===== src/rtl/stag_add_pkg.sv =====
// Shared opcode values, decoded control and flag layout for the staggered adder.
// Assumes a 3-bit opcode; unknown codes fall back to add.
package stag_add_pkg;
    localparam int OP_W = 3;
    localparam logic [OP_W-1:0] OP_ADD = 3'd0;
    localparam logic [OP_W-1:0] OP_SUB = 3'd1;
    localparam logic [OP_W-1:0] OP_AND = 3'd2;
    localparam logic [OP_W-1:0] OP_OR  = 3'd3;
    localparam logic [OP_W-1:0] OP_XOR = 3'd4;

    typedef enum logic [1:0] {LF_AND = 2'd0, LF_OR = 2'd1, LF_XOR = 2'd2} lfn_e;

    typedef struct packed {
        logic arith;     // adder path (add/sub) versus bitwise path
        logic invert_b;  // subtract: invert B and inject carry-in of one
        lfn_e lfn;       // bitwise function when arith is low
    } dec_t;

    typedef struct packed {
        logic zero;
        logic sign;
        logic carry;
        logic ovf;
    } flags_t;

    // Turn an opcode into slice controls; reserved codes act as add.
    function automatic dec_t decode_op(input logic [OP_W-1:0] op);
        dec_t d;
        d = '{arith: 1'b1, invert_b: 1'b0, lfn: LF_AND};
        case (op)
            OP_SUB: d.invert_b = 1'b1;
            OP_AND: begin d.arith = 1'b0; d.lfn = LF_AND; end
            OP_OR:  begin d.arith = 1'b0; d.lfn = LF_OR;  end
            OP_XOR: begin d.arith = 1'b0; d.lfn = LF_XOR; end
            default: d.arith = 1'b1;
        endcase
        return d;
    endfunction
endpackage


===== src/rtl/stag_lo_slice.sv =====
// Stage 1: computes the low slice of an accepted operation and registers its
// carry, the untouched high operand halves and the controls for stage 2.
// Assumes forwarding picks the low half of the last accepted operation,
// which this stage itself holds.
module stag_lo_slice
    import stag_add_pkg::*;
#(
    parameter int HALF_W = 16,
    parameter int TAG_W  = 4
) (
    input  logic              clk,
    input  logic              rst_n,
    input  logic              in_valid,
    input  logic [OP_W-1:0]   in_op,
    input  logic [HALF_W-1:0] in_a_lo,
    input  logic [HALF_W-1:0] in_b_lo,
    input  logic [HALF_W-1:0] in_a_hi,
    input  logic [HALF_W-1:0] in_b_hi,
    input  logic [TAG_W-1:0]  in_tag,
    input  logic              fwd_a,
    input  logic              fwd_b,
    output logic              lo_valid,
    output logic [HALF_W-1:0] lo_result,
    output logic [TAG_W-1:0]  lo_tag,
    output logic              lo_carry,
    output logic [HALF_W-1:0] a_hi_q,
    output logic [HALF_W-1:0] b_hi_q,
    output logic [OP_W-1:0]   op_q,
    output logic              fwd_a_q,
    output logic              fwd_b_q
);
    dec_t              dec;
    logic [HALF_W-1:0] a_sel, b_sel, b_eff, logic_res, res_d;
    logic [HALF_W:0]   sum_ext;
    logic              cout_d;

    // Select operands, then form the low sum or the bitwise value.
    always_comb begin
        dec     = decode_op(in_op);
        a_sel   = fwd_a ? lo_result : in_a_lo;
        b_sel   = fwd_b ? lo_result : in_b_lo;
        b_eff   = dec.invert_b ? ~b_sel : b_sel;
        sum_ext = {1'b0, a_sel} + {1'b0, b_eff} + {{HALF_W{1'b0}}, dec.invert_b};
        case (dec.lfn)
            LF_OR:   logic_res = a_sel | b_sel;
            LF_XOR:  logic_res = a_sel ^ b_sel;
            default: logic_res = a_sel & b_sel;
        endcase
        res_d  = dec.arith ? sum_ext[HALF_W-1:0] : logic_res;
        cout_d = dec.arith & sum_ext[HALF_W];
    end

    // Valid pulse for the low half.
    always_ff @(posedge clk) begin
        if (!rst_n) lo_valid <= 1'b0;
        else        lo_valid <= in_valid;
    end

    // Stage-1 payload; held while idle so forwarding sees the last result.
    always_ff @(posedge clk) begin
        if (!rst_n) begin
            lo_result <= '0;
            lo_tag    <= '0;
            lo_carry  <= 1'b0;
            a_hi_q    <= '0;
            b_hi_q    <= '0;
            op_q      <= OP_ADD;
            fwd_a_q   <= 1'b0;
            fwd_b_q   <= 1'b0;
        end else if (in_valid) begin
            lo_result <= res_d;
            lo_tag    <= in_tag;
            lo_carry  <= cout_d;
            a_hi_q    <= in_a_hi;
            b_hi_q    <= in_b_hi;
            op_q      <= in_op;
            fwd_a_q   <= fwd_a;
            fwd_b_q   <= fwd_b;
        end
    end

    a_r2_lo_tag: assert property (@(posedge clk) disable iff (!rst_n)
        in_valid |=> (lo_valid && lo_tag == $past(in_tag)));
    a_r11_idle_no_pulse: assert property (@(posedge clk) disable iff (!rst_n)
        !in_valid |=> !lo_valid);
    a_r11_idle_holds_low: assert property (@(posedge clk) disable iff (!rst_n)
        !in_valid |=> $stable(lo_result));
endmodule


===== src/rtl/stag_hi_slice.sv =====
// Stage 2: computes the high slice using the registered low carry and passes
// the operand signs and the low half on for flag generation.
// Assumes forwarding picks the high half of the last accepted operation,
// which this stage holds when the dependent operation reaches it.
module stag_hi_slice
    import stag_add_pkg::*;
#(
    parameter int HALF_W = 16,
    parameter int TAG_W  = 4
) (
    input  logic              clk,
    input  logic              rst_n,
    input  logic              s1_valid,
    input  logic [HALF_W-1:0] s1_lo,
    input  logic [TAG_W-1:0]  s1_tag,
    input  logic              s1_carry,
    input  logic [HALF_W-1:0] s1_a_hi,
    input  logic [HALF_W-1:0] s1_b_hi,
    input  logic [OP_W-1:0]   s1_op,
    input  logic              s1_fwd_a,
    input  logic              s1_fwd_b,
    output logic              hi_valid,
    output logic [HALF_W-1:0] hi_result,
    output logic [TAG_W-1:0]  hi_tag,
    output logic [HALF_W-1:0] lo_copy,
    output logic              carry_q,
    output logic              sign_a_q,
    output logic              sign_b_q,
    output logic              arith_q
);
    dec_t              dec;
    logic [HALF_W-1:0] a_sel, b_sel, b_eff, logic_res, res_d;
    logic [HALF_W:0]   sum_ext;

    // High operands, optionally replaced by the previous high half.
    always_comb begin
        dec     = decode_op(s1_op);
        a_sel   = s1_fwd_a ? hi_result : s1_a_hi;
        b_sel   = s1_fwd_b ? hi_result : s1_b_hi;
        b_eff   = dec.invert_b ? ~b_sel : b_sel;
        sum_ext = {1'b0, a_sel} + {1'b0, b_eff} + {{HALF_W{1'b0}}, s1_carry};
        case (dec.lfn)
            LF_OR:   logic_res = a_sel | b_sel;
            LF_XOR:  logic_res = a_sel ^ b_sel;
            default: logic_res = a_sel & b_sel;
        endcase
        res_d = dec.arith ? sum_ext[HALF_W-1:0] : logic_res;
    end

    // Valid pulse for the high half.
    always_ff @(posedge clk) begin
        if (!rst_n) hi_valid <= 1'b0;
        else        hi_valid <= s1_valid;
    end

    // Stage-2 payload; held while idle for forwarding.
    always_ff @(posedge clk) begin
        if (!rst_n) begin
            hi_result <= '0;
            hi_tag    <= '0;
            lo_copy   <= '0;
            carry_q   <= 1'b0;
            sign_a_q  <= 1'b0;
            sign_b_q  <= 1'b0;
            arith_q   <= 1'b0;
        end else if (s1_valid) begin
            hi_result <= res_d;
            hi_tag    <= s1_tag;
            lo_copy   <= s1_lo;
            carry_q   <= dec.arith & sum_ext[HALF_W];
            sign_a_q  <= a_sel[HALF_W-1];
            sign_b_q  <= b_eff[HALF_W-1];
            arith_q   <= dec.arith;
        end
    end

    a_r3_hi_follows_lo: assert property (@(posedge clk) disable iff (!rst_n)
        s1_valid |=> (hi_valid && hi_tag == $past(s1_tag)));
    a_r9_hi_held_idle: assert property (@(posedge clk) disable iff (!rst_n)
        !s1_valid |=> $stable(hi_result));
endmodule


===== src/rtl/stag_flag_stage.sv =====
// Stage 3: derives zero, sign, carry and overflow from the finished word.
// Assumes stage 2 supplies the final carry and the effective operand signs.
module stag_flag_stage
    import stag_add_pkg::*;
#(
    parameter int HALF_W = 16,
    parameter int TAG_W  = 4
) (
    input  logic              clk,
    input  logic              rst_n,
    input  logic              s2_valid,
    input  logic [HALF_W-1:0] s2_hi,
    input  logic [HALF_W-1:0] s2_lo,
    input  logic [TAG_W-1:0]  s2_tag,
    input  logic              s2_carry,
    input  logic              s2_sign_a,
    input  logic              s2_sign_b,
    input  logic              s2_arith,
    output logic              flg_valid,
    output flags_t            flags,
    output logic [TAG_W-1:0]  flg_tag
);
    flags_t f_d;

    // Flag logic over the whole word.
    always_comb begin
        f_d.zero  = (s2_hi == '0) && (s2_lo == '0);
        f_d.sign  = s2_hi[HALF_W-1];
        f_d.carry = s2_arith & s2_carry;
        f_d.ovf   = s2_arith & (s2_sign_a == s2_sign_b) & (s2_hi[HALF_W-1] != s2_sign_a);
    end

    // Flag register and valid pulse.
    always_ff @(posedge clk) begin
        if (!rst_n) begin
            flg_valid <= 1'b0;
            flags     <= '0;
            flg_tag   <= '0;
        end else begin
            flg_valid <= s2_valid;
            if (s2_valid) begin
                flags   <= f_d;
                flg_tag <= s2_tag;
            end
        end
    end

    a_r4_flags_follow: assert property (@(posedge clk) disable iff (!rst_n)
        s2_valid |=> (flg_valid && flg_tag == $past(s2_tag)));
    a_r6_logic_clear: assert property (@(posedge clk) disable iff (!rst_n)
        (s2_valid && !s2_arith) |=> (!flags.carry && !flags.ovf));
    a_r4_sign_bit: assert property (@(posedge clk) disable iff (!rst_n)
        s2_valid |=> (flags.sign == $past(s2_hi[HALF_W-1])));
endmodule


===== src/rtl/staggered_add_unit.sv =====
// Top: three-stage staggered adder on the fast clock. Low half after one
// edge, high half after two, flags after three; one operation per cycle.
// Assumes DATA_W is even; forwarding always refers to the last accepted op.
module staggered_add_unit
    import stag_add_pkg::*;
#(
    parameter int DATA_W = 32,
    parameter int TAG_W  = 4,
    localparam int HALF_W = DATA_W / 2
) (
    input  logic              clk,
    input  logic              rst_n,
    input  logic              in_valid,
    input  logic [OP_W-1:0]   in_op,
    input  logic [DATA_W-1:0] in_a,
    input  logic [DATA_W-1:0] in_b,
    input  logic [TAG_W-1:0]  in_tag,
    input  logic              fwd_a,
    input  logic              fwd_b,
    output logic              lo_valid,
    output logic [HALF_W-1:0] lo_result,
    output logic [TAG_W-1:0]  lo_tag,
    output logic              hi_valid,
    output logic [HALF_W-1:0] hi_result,
    output logic [TAG_W-1:0]  hi_tag,
    output logic              flg_valid,
    output logic [3:0]        flags,
    output logic [TAG_W-1:0]  flg_tag
);
    logic              s1_carry, s1_fwd_a, s1_fwd_b;
    logic [HALF_W-1:0] s1_a_hi, s1_b_hi;
    logic [OP_W-1:0]   s1_op;
    logic [HALF_W-1:0] s2_lo;
    logic              s2_carry, s2_sign_a, s2_sign_b, s2_arith;
    flags_t            flags_s;

    stag_lo_slice #(.HALF_W(HALF_W), .TAG_W(TAG_W)) u_lo (
        .clk(clk), .rst_n(rst_n), .in_valid(in_valid), .in_op(in_op),
        .in_a_lo(in_a[HALF_W-1:0]), .in_b_lo(in_b[HALF_W-1:0]),
        .in_a_hi(in_a[DATA_W-1:HALF_W]), .in_b_hi(in_b[DATA_W-1:HALF_W]),
        .in_tag(in_tag), .fwd_a(fwd_a), .fwd_b(fwd_b),
        .lo_valid(lo_valid), .lo_result(lo_result), .lo_tag(lo_tag),
        .lo_carry(s1_carry), .a_hi_q(s1_a_hi), .b_hi_q(s1_b_hi),
        .op_q(s1_op), .fwd_a_q(s1_fwd_a), .fwd_b_q(s1_fwd_b)
    );

    stag_hi_slice #(.HALF_W(HALF_W), .TAG_W(TAG_W)) u_hi (
        .clk(clk), .rst_n(rst_n), .s1_valid(lo_valid), .s1_lo(lo_result),
        .s1_tag(lo_tag), .s1_carry(s1_carry), .s1_a_hi(s1_a_hi),
        .s1_b_hi(s1_b_hi), .s1_op(s1_op), .s1_fwd_a(s1_fwd_a),
        .s1_fwd_b(s1_fwd_b), .hi_valid(hi_valid), .hi_result(hi_result),
        .hi_tag(hi_tag), .lo_copy(s2_lo), .carry_q(s2_carry),
        .sign_a_q(s2_sign_a), .sign_b_q(s2_sign_b), .arith_q(s2_arith)
    );

    stag_flag_stage #(.HALF_W(HALF_W), .TAG_W(TAG_W)) u_flg (
        .clk(clk), .rst_n(rst_n), .s2_valid(hi_valid), .s2_hi(hi_result),
        .s2_lo(s2_lo), .s2_tag(hi_tag), .s2_carry(s2_carry),
        .s2_sign_a(s2_sign_a), .s2_sign_b(s2_sign_b), .s2_arith(s2_arith),
        .flg_valid(flg_valid), .flags(flags_s), .flg_tag(flg_tag)
    );

    assign flags = flags_s;

    a_r1_reset_quiet: assert property (@(posedge clk)
        !rst_n |=> (!lo_valid && !hi_valid && !flg_valid));
    a_r8_stage_chain: assert property (@(posedge clk) disable iff (!rst_n)
        lo_valid |=> hi_valid ##1 flg_valid);
endmodule


===== config.mk =====
export PLATFORM = sky130hd
export DESIGN_NAME = staggered_add_unit
export DESIGN_NICKNAME = d
export VERILOG_FILES = /design/src/rtl/stag_add_pkg.sv /design/src/rtl/stag_lo_slice.sv /design/src/rtl/stag_hi_slice.sv /design/src/rtl/stag_flag_stage.sv /design/src/rtl/staggered_add_unit.sv
export SDC_FILE = /design/constraint.sdc
export NUM_CORES = 1
export LEC_CHECK = 0
export ABC_AREA = 1
export BUFFER_PORTS_ARGS = -buffer_cell sky130_fd_sc_hd__buf_4
export CORE_ASPECT_RATIO = 0.5
export CORE_MARGIN = 5
export CORE_UTILIZATION = 45
export DETAILED_ROUTE_END_ITERATION = 10
export PLACE_DENSITY = 0.68
export SETUP_SLACK_MARGIN = 0.4
export SLEW_MARGIN = 20
export SYNTH_ARGS = -nofsm -noshare
export SYNTH_HDL_FRONTEND = slang
export SYNTH_SLANG_ARGS = --single-unit

===== constraint.sdc =====
create_clock -name clk -period 3.1 [get_ports clk]
set_clock_uncertainty 0.05 [all_clocks]
set_input_delay 0.465 -clock clk [delete_from_list [all_inputs] [get_ports clk]]
set_output_delay 0.465 -clock clk [all_outputs]
set_load 0.02 [all_outputs]

==> flow_results.org, run 1 <==
** Detailed routing
- The final layout contains routed wiring with a total length of ~25000 um.
- Via count of the routed design :: 8490
- After detailed routing, the average wire length per cell comes to approximately 16 um.
- Iter 0 DRT Violations :: between 400 and 500
- Number of detailed-route iterations in the first pass :: 5
- For this run, design rule violations remaining after detail routing come to 0.
- In the routed layout, each cell is associated on average with a via count of 5.31.
- The detail route stage leaves a number of antenna-violating nets equal to 0.

** Flow run
- The tool flagged a number of max-cap violations equal to 0.

** Placed design
- Gp weighted congestion :: 0.945
- During placement, the flow inserted port buffers numbering 126.
- Post-DP HPWL :: 18500 um
- Post-placement cell area :: 9500 um2

** Min path
- Hold wc startpoint :: in_tag[2]
- The tightest min-delay check is of the input port to register type.
- The worst hold path passes through 3 cells.

** STA
- Setup repair after global routing could not meet its margin everywhere.
- The smallest clock period supported by the final layout is computed as 2610 ps.
- After routing, the total negative slack on setup checks comes to 0 ps.
- At the pin with the least slew margin, the transition time is 666 ps.
- In the finished design, the share of the clock period the worst path needs comes to 0.841.
- The max-slew violation count came to 0.
- Setup violation total in the final timing report :: 0
- Based on the critical path, the design can be clocked at up to 384 MHz.
- Count of final hold-check violations :: 0
- In this run the tightest slew margin relative to its limit is 0.552.

** Finish
- Ant. Diodes :: 0
- Most common library cell in the layout ignoring fill and taps :: sky130_fd_sc_hd__nand2_1
- Most frequent cells in the layout :: 203 x sky130_fd_sc_hd__nand2_1, 177 x sky130_fd_sc_hd__inv_1, 158 x sky130_fd_sc_hd__o21ai_0
- Layout overhead on the synthesized area :: 20.0%
- The finished cells cover 9990 um2.
- Of the cells placed in the final design, the portion with a size suffix greater than 1 is 0.170.
- Layout net count :: approximately 1500
- Number of fillers in the final layout :: 1806

** Floorplan
- Measured along the y axis, the die boundary spans 106 um.
- Area of the placeable core :: 18300 um2
- Count of boundary I/O pins :: 127
- Initial Utilization :: 0.455
- Overall die area :: 21500 um2
- The floorplan has 35 rows.
- In this run the horizontal extent of the chip is 202 um.

** Critical path
- In this run the worst path has a maximum fanout of 4.
- Kind of start point of the critical path :: register
- Walking the worst path, the cells encountered are inv_1 -> nand3_2 -> xor2_1 -> fa_2 -> fa_2 -> inv_1 -> nand3_1 -> nand2_2 -> a21boi_2 -> nor2_2 -> nand3_1 -> nand3_1 -> nand3_1 -> a21oi_1.
- Startpoint of the worst-slack reg-to-reg timing path :: u_lo.op_q[1]
- The worst setup path is of the register to register kind.
- CP arrival :: about 2800 ps
- On the worst path, the slowest cell contributes a delay of 410 ps.
- In this design, the critical path's most frequently occurring cell is sky130_fd_sc_hd__nand3_1.
- The largest individual stage delay along the critical path comes from the cell sky130_fd_sc_hd__fa_2.
- The worst setup path is captured at a register.
- Tracing the worst setup path back leads to its startpoint at u_lo.op_q[1].
- Counting cells, the worst reg-to-reg path comes to 14.
- At the worst endpoint, the required time is 3330 ps.

** Clocking
- After clock tree synthesis, the clock-pin slew on the worst setup and hold paths is 90 ps.
- Buffers inserted during clock tree synthesis total 9.
- Maximum clock insertion buffer count :: 2
- CTS placed an instance of sky130_fd_sc_hd__clkbuf_16 at the clock tree root.
- The clock tree synthesis step divided the H-tree into 3 levels.
- Insertion delay to the later sink of the worst-skew pair :: 350 ps
- CTS tree :: yes
- Counting every sink on the clock net gives 109.

** Synth
- When the netlist entered floorplanning its net count stood at 1415.
- Summing every instance area after synthesis gives between 8000 and 9000 um2.
- Of all flip-flops after synthesis, the portion carrying an async set or reset was 0.
- Most used flip-flop cell after synthesis :: sky130_fd_sc_hd__dfxtp_1
- The share of the Yosys chip area taken by registers is 0.262.
- Syn_area_per_cell :: 6.70 um2
- The cell count after synthesis came out at 1242.
- The synthesized design contains 109 register bits.
- Post-synth cell types :: 44
- Synth warnings :: 0
- Counting flops with a built-in enable in the synthesized netlist gives 0.

** Outcome
- Status :: finished, final reports clean

** Pwr
- Total power per unit cell area :: 442 nW/um2
- Leakage component of the power :: just under 5 nW
- Across the VDD grid, the largest voltage drop is 0.000245 V.

** Global routing
- Entering global routing, the biggest net connects 60 pins.
- The first global-routing pass estimated 40300 um of wire.
- The initial antenna violation count is 1.
- Residual overflow from global routing :: 0
- Gr usage total :: 0.226
- The number of global-route vias before repair is 8128.
==> power breakdown <==
group / leakage, nW / switching, mW / internal (mW)
clock: 0.143 / 0.585 / 0.584
combinational: 3.81 / 0.992 / 0.647
sequential: 0.902 / 0.0984 / 1.50
total: 4.86 / 1.68 / 2.73
==> what timing repair did <==
| item | CTS | global route |
|---|---|---|
| resized for setup | 10 | 36 |
| gates cloned | 0 | 0 |
| buffers inserted | 3 | 7 |
| hold buffers | 0 | 0 |
| endpoints found under the setup margin | 4 | 16 |
| pin swaps | 4 | 6 |
==> stage by stage <==
stage / utilization / hold WS [ps] / setup slack, ps / power, mW / std cells
global route: 0.546 / 269 / 366 / 4.70 / 1598
global placement: 0.519 / 392 / 291 / 3.15 / 1572
CTS: 0.537 / 277 / 401 / 4.36 / 1591
detailed placement: 0.519 / 396 / 208 / 3.18 / 1572
floorplan: - / 379 / 401 / 2.69 / 1242
finish: 0.546 / 280 / 493 / 4.41 / 1598
==> area by class of cell <==
cell class / instances / area (um2) / share of cell area
Sequential cell: 109 / 2190 / 0.219
Multi-Input combinational cell: 890 / 5310 / 0.531
Inverter: 187 / 706 / 0.0706
Clock inverter: 6 / 52.6 / 0.00526
Tap cell: 240 / 300 / 0.0301
Timing Repair Buffer: 156 / 1200 / 0.120
Clock buffer: 10 / 239 / 0.0239
==> registers in the layout, indices dropped and copies added, names as in the netlist, 3 cells and up <==
signal / flops
u_lo.lo_result: 16
u_hi.hi_result: 16
u_hi.lo_copy: 16
u_lo.b_hi_q: 16
u_lo.op_q: 3
u_lo.a_hi_q: 16
u_flg.flags: 4
u_lo.lo_tag: 4
u_flg.flg_tag: 4
u_hi.hi_tag: 4
==> worst paths after layout <==
| kind | to | slack, ps |
|---|---|---|
| worst min-delay path | u_lo.lo_tag[2] | 280 |
| worst max-delay path | u_hi.hi_result[14] | 490 |
| worst max register to register | u_hi.hi_result[14] | 490 |
| worst min register to register | u_lo.b_hi_q[3] | 410 |
==> synth_stat cells (2+ instances only) <==
| master | instances | share of area |
|---|---|---|
| sky130_fd_sc_hd__nor4_1 | 7 | 0.0053 |
| sky130_fd_sc_hd__clkbuf_1 | 46 | 0.021 |
| sky130_fd_sc_hd__nor2_1 | 110 | 0.050 |
| sky130_fd_sc_hd__nand3_1 | 38 | 0.023 |
| sky130_fd_sc_hd__nand2_1 | 205 | 0.092 |
| sky130_fd_sc_hd__a21o_1 | 4 | 0.0036 |
| sky130_fd_sc_hd__inv_1 | 178 | 0.080 |
| sky130_fd_sc_hd__dfxtp_1 | 109 | 0.26 |
| sky130_fd_sc_hd__a221oi_1 | 7 | 0.0074 |
| sky130_fd_sc_hd__nand2_2 | 6 | 0.0045 |
| sky130_fd_sc_hd__buf_2 | 6 | 0.0036 |
| sky130_fd_sc_hd__nand3_2 | 2 | 0.0024 |
| sky130_fd_sc_hd__o21bai_1 | 7 | 0.0063 |
| sky130_fd_sc_hd__nand3b_1 | 2 | 0.0018 |
| sky130_fd_sc_hd__o211ai_1 | 15 | 0.014 |
| sky130_fd_sc_hd__xor2_1 | 21 | 0.022 |
| sky130_fd_sc_hd__or2_2 | 13 | 0.0098 |
| sky130_fd_sc_hd__o21ai_0 | 176 | 0.11 |
| sky130_fd_sc_hd__o21ai_1 | 7 | 0.0042 |
| sky130_fd_sc_hd__a21oi_1 | 106 | 0.064 |
| sky130_fd_sc_hd__inv_2 | 8 | 0.0036 |
| sky130_fd_sc_hd__xnor2_1 | 18 | 0.019 |
| sky130_fd_sc_hd__o22ai_1 | 3 | 0.0023 |
| sky130_fd_sc_hd__a31oi_1 | 12 | 0.0090 |
| sky130_fd_sc_hd__a211oi_1 | 2 | 0.0018 |
| sky130_fd_sc_hd__buf_1 | 2 | 0.00090 |
| sky130_fd_sc_hd__nand4_1 | 6 | 0.0045 |
| sky130_fd_sc_hd__o2bb2ai_1 | 6 | 0.0063 |
| sky130_fd_sc_hd__o221ai_1 | 2 | 0.0021 |
| sky130_fd_sc_hd__a21oi_2 | 3 | 0.0032 |
| sky130_fd_sc_hd__fa_1 | 3 | 0.0072 |
| sky130_fd_sc_hd__nor3_1 | 7 | 0.0042 |
| sky130_fd_sc_hd__ha_1 | 94 | 0.14 |
==> cells by family (layout without fill, tap and decap cells) <==
kind of cell | Yosys count | after routing | synth area share
flip-flops | 109 | 109 | 0.262
adder cells (fa/ha/maj) | 97 | 97 | 0.148
XOR/XNOR | 39 | 39 | 0.0410
AND/OR/NAND/NOR | 398 | 398 | 0.199
buffers and inverters | 243 | 359 | 0.112
AO/OA/AOI/OAI | 356 | 356 | 0.237
==> worst max-delay path, delay by kind of cell, from the launching register on <==
kind | cells | cell delay, ps
compound gates | 2 | 230
flops | 1 | 340
buf+inv | 2 | 170
xor+xnor | 1 | 190
simple gates | 7 | 760
fa+ha+maj | 2 | 790
==> per-layer routing <==
metal,GRT usage,vias to the layer above,part of all wire
met3,0.0302,39,0.037
met1,0.296,3968,0.47
met2,0.394,188,0.48
li1,-,4293,-
met5,0,-,0.00052
met4,0.0576,2,0.017
Power figures use the tool's default switching activity.
==> inputs of run 2 (changes only) <==
clock period = 2.3 ns   (was 3.1 ns; I/O delays follow)
==> run 2 against run 1 <==
  * The flow now finishes with violations (negative setup slack)
  * Setup slack got worse by 680 ps
  * Sequential power rose by 34%
  * Flip-flop and latch count did not move
  * First-iteration DRC count rose by 45%
==> flow_results.org, run 2 (synthesis gave the netlist of run 1 again) <==
** Clocking
- Insertion delay to the later sink of the worst-skew pair :: 360 ps
- TritonCTS Sinks :: approximately 110
- The number of clock buffers added by TritonCTS is 9.
- Clock slew at reported path FFs :: ~80 ps
- TritonCTS built the clock tree.
- Post-CTS Hold Buffers :: 0
- Clock root buffer master :: sky130_fd_sc_hd__clkbuf_16
- The H-tree was split into 3 levels.
- Maximum clock insertion buffer count :: 2

** Detailed routing
- Iter 0 DRT Violations :: 656
- Routed wire length :: about 29000 um
- After detailed routing, the average wire length per cell comes to 16.4 um.
- Post-DRT Antenna Nets :: 0
- Number of detailed-route iterations in the first pass :: 6
- The routed layout has about 9600 vias.
- In the routed layout, each cell is associated on average with a via count of 5.38.
- For this run, design rule violations remaining after detail routing come to 0.

** Critical path
- In this run the critical register-to-register path is launched from u_lo.fwd_b_q.
- Worst setup EP type :: register
- Required time of the critical path :: 2470 ps
- CP arrival :: around 2700 ps
- Kind of start point of the critical path :: register
- The critical path starts at u_lo.fwd_b_q.
- Type of the setup path with the least slack :: register to register
- CP Max Fanout :: 6

** STA
- At the pin with the least slew margin, the transition time is 649 ps.
- Worst hold slack :: 157 ps
- Final WS setup :: -186 ps
- Count of final hold-check violations :: 0
- For this run, the top clock speed supported by timing is 402 MHz.
- Headroom to the max-slew limit came out at 0.563.
- Unrepaired setup endpoints after global routing :: true
- Dividing the final minimum period by the clock period gives 1.08.
- The routed design could run at a clock period as short as between 2000 and 2500 ps.
- Setup violation total in the final timing report :: 11
- The max-slew violation count was 0.

** Global routing
- Residual overflow from global routing :: 0
- Number of global-route vias before repair :: 9327
- The initial antenna violation count came to 0.
- Pin count of the biggest net entering global routing :: 50
- In the global route stage, overall resource usage came out at 0.255.
- Wire length of the first global-routing pass :: around 45000 um

** Placed design
- The congestion estimate from routability-driven global placement came to 0.930.
- Including well taps, the total number of placed cells is 1726.
- The wire-length estimate of the detail-placed layout is 20400 um.
- PortBufs :: 126
- Worst setup timing slack at the placement stage :: -256 ps

** Floorplan
- Measured along the y axis, the die boundary spans 106 um.
- Initial Utilization :: 0.455
- Site row count :: 35
- The floorplan step defined a die boundary enclosing 21500 um2.
- From left edge to right edge, the die measures 202 um.
- The floorplan step defined a core boundary enclosing about 18000 um2.
- Count of boundary I/O pins :: 127

** Finish
- After filler insertion, the fill cell instance count of the layout stands at 1497.
- After the last flow step, the layout net total stands at 1721.
- In the final layout, the share of cells above drive strength 1 is 0.408.
- Final standard cell utilization of the core :: 0.695
- Summing all flip-flop and latch instances after layout gives 2220 um2.
- Most common library cell in the layout ignoring fill and taps :: sky130_fd_sc_hd__buf_4
- Layout overhead on the synthesized area :: 52.9%
- Most frequent cells in the layout :: 319 x sky130_fd_sc_hd__buf_4, 161 x sky130_fd_sc_hd__nand2_1, 152 x sky130_fd_sc_hd__inv_1
- Multi-input gate area :: approximately 6300 um2
- 0 antenna diodes ended up in the layout.
- The count of cells in the finished layout, fillers not included, comes to ~1800.

** Outcome
- The run finished, with violations left.
- The checks that failed: negative setup slack.

** Min path
- In this run the worst hold path is classified as input port to register.
- Hold wc startpoint :: in_a[31]

** Pwr
- Across the VDD grid, the largest voltage drop is ~0.00038 V.
- Total power per unit cell area :: 572 nW/um2
- The analysis attributes to cell leakage a power of 6.13 nW.

** Flow run
- Max cap viols :: 0
-- run 2: report_power, final --
part	switching, mW	internal (mW)
Combinational	1.86	1.61
Clock	0.785	0.887
Sequential	0.106	2.03
-- run 2: critical path: stages (launching register included) --
cell	delay [ps]
sky130_fd_sc_hd__dfxtp_4	390
sky130_fd_sc_hd__nand2_4	90
sky130_fd_sc_hd__o21ai_4	70
sky130_fd_sc_hd__xor2_2	180
sky130_fd_sc_hd__fa_2	380
sky130_fd_sc_hd__fa_2	420
sky130_fd_sc_hd__inv_2	60
sky130_fd_sc_hd__nand3_2	70
sky130_fd_sc_hd__nand2_4	100
sky130_fd_sc_hd__a21boi_2	70
sky130_fd_sc_hd__buf_4	150
sky130_fd_sc_hd__o21ai_2	140
sky130_fd_sc_hd__nand2_1	70
sky130_fd_sc_hd__nand3_2	60
sky130_fd_sc_hd__a31oi_1	70
-- run 2: area by class of cell --
type / instances / area share
Timing Repair Buffer: 351 / 0.222
Clock inverter: 6 / 0.00550
Clock buffer: 10 / 0.0188
Sequential cell: 109 / 0.175
Inverter: 187 / 0.0577
Multi-Input combinational cell: 890 / 0.498
Tap cell: 240 / 0.0236
-- run 2: timing repair --
item | in CTS | in global routing
endpoints found under the setup margin | 31 | 34
pin swaps | 64 | 89
buffers inserted | 25 | 26
gates resized for setup | 160 | 144
-- run 2: routing by layer --
metal,routed length [um],vias to the layer above,GRT usage
met3,1560,62,0.0375
met4,613,0,0.0639
li1,-,4693,-
met1,12500,4579,0.318
met2,14700,311,0.464
met5,0,-,0
-- run 2: path summary, 6_finish.rpt --
path	to	slack, ps	depth (start not counted)
setup / recovery	u_hi.hi_result[8]	-190	14
hold / removal	u_lo.a_hi_q[15]	160	3
setup reg to reg	u_hi.hi_result[8]	-190	14
hold reg to reg	u_lo.a_hi_q[7]	410	2
-- run 2: through the flow --
stage                     setup TNS, ps  power (mW)  cell area, um2
after floorplan                    -384        3.72            8600
final                             -1290        7.28           12700
after CTS                          -426        6.87           12000
after global placement            -2680        4.80           10900
after global routing              -3080        7.68           12700
after detailed placement          -3900        4.87           10900
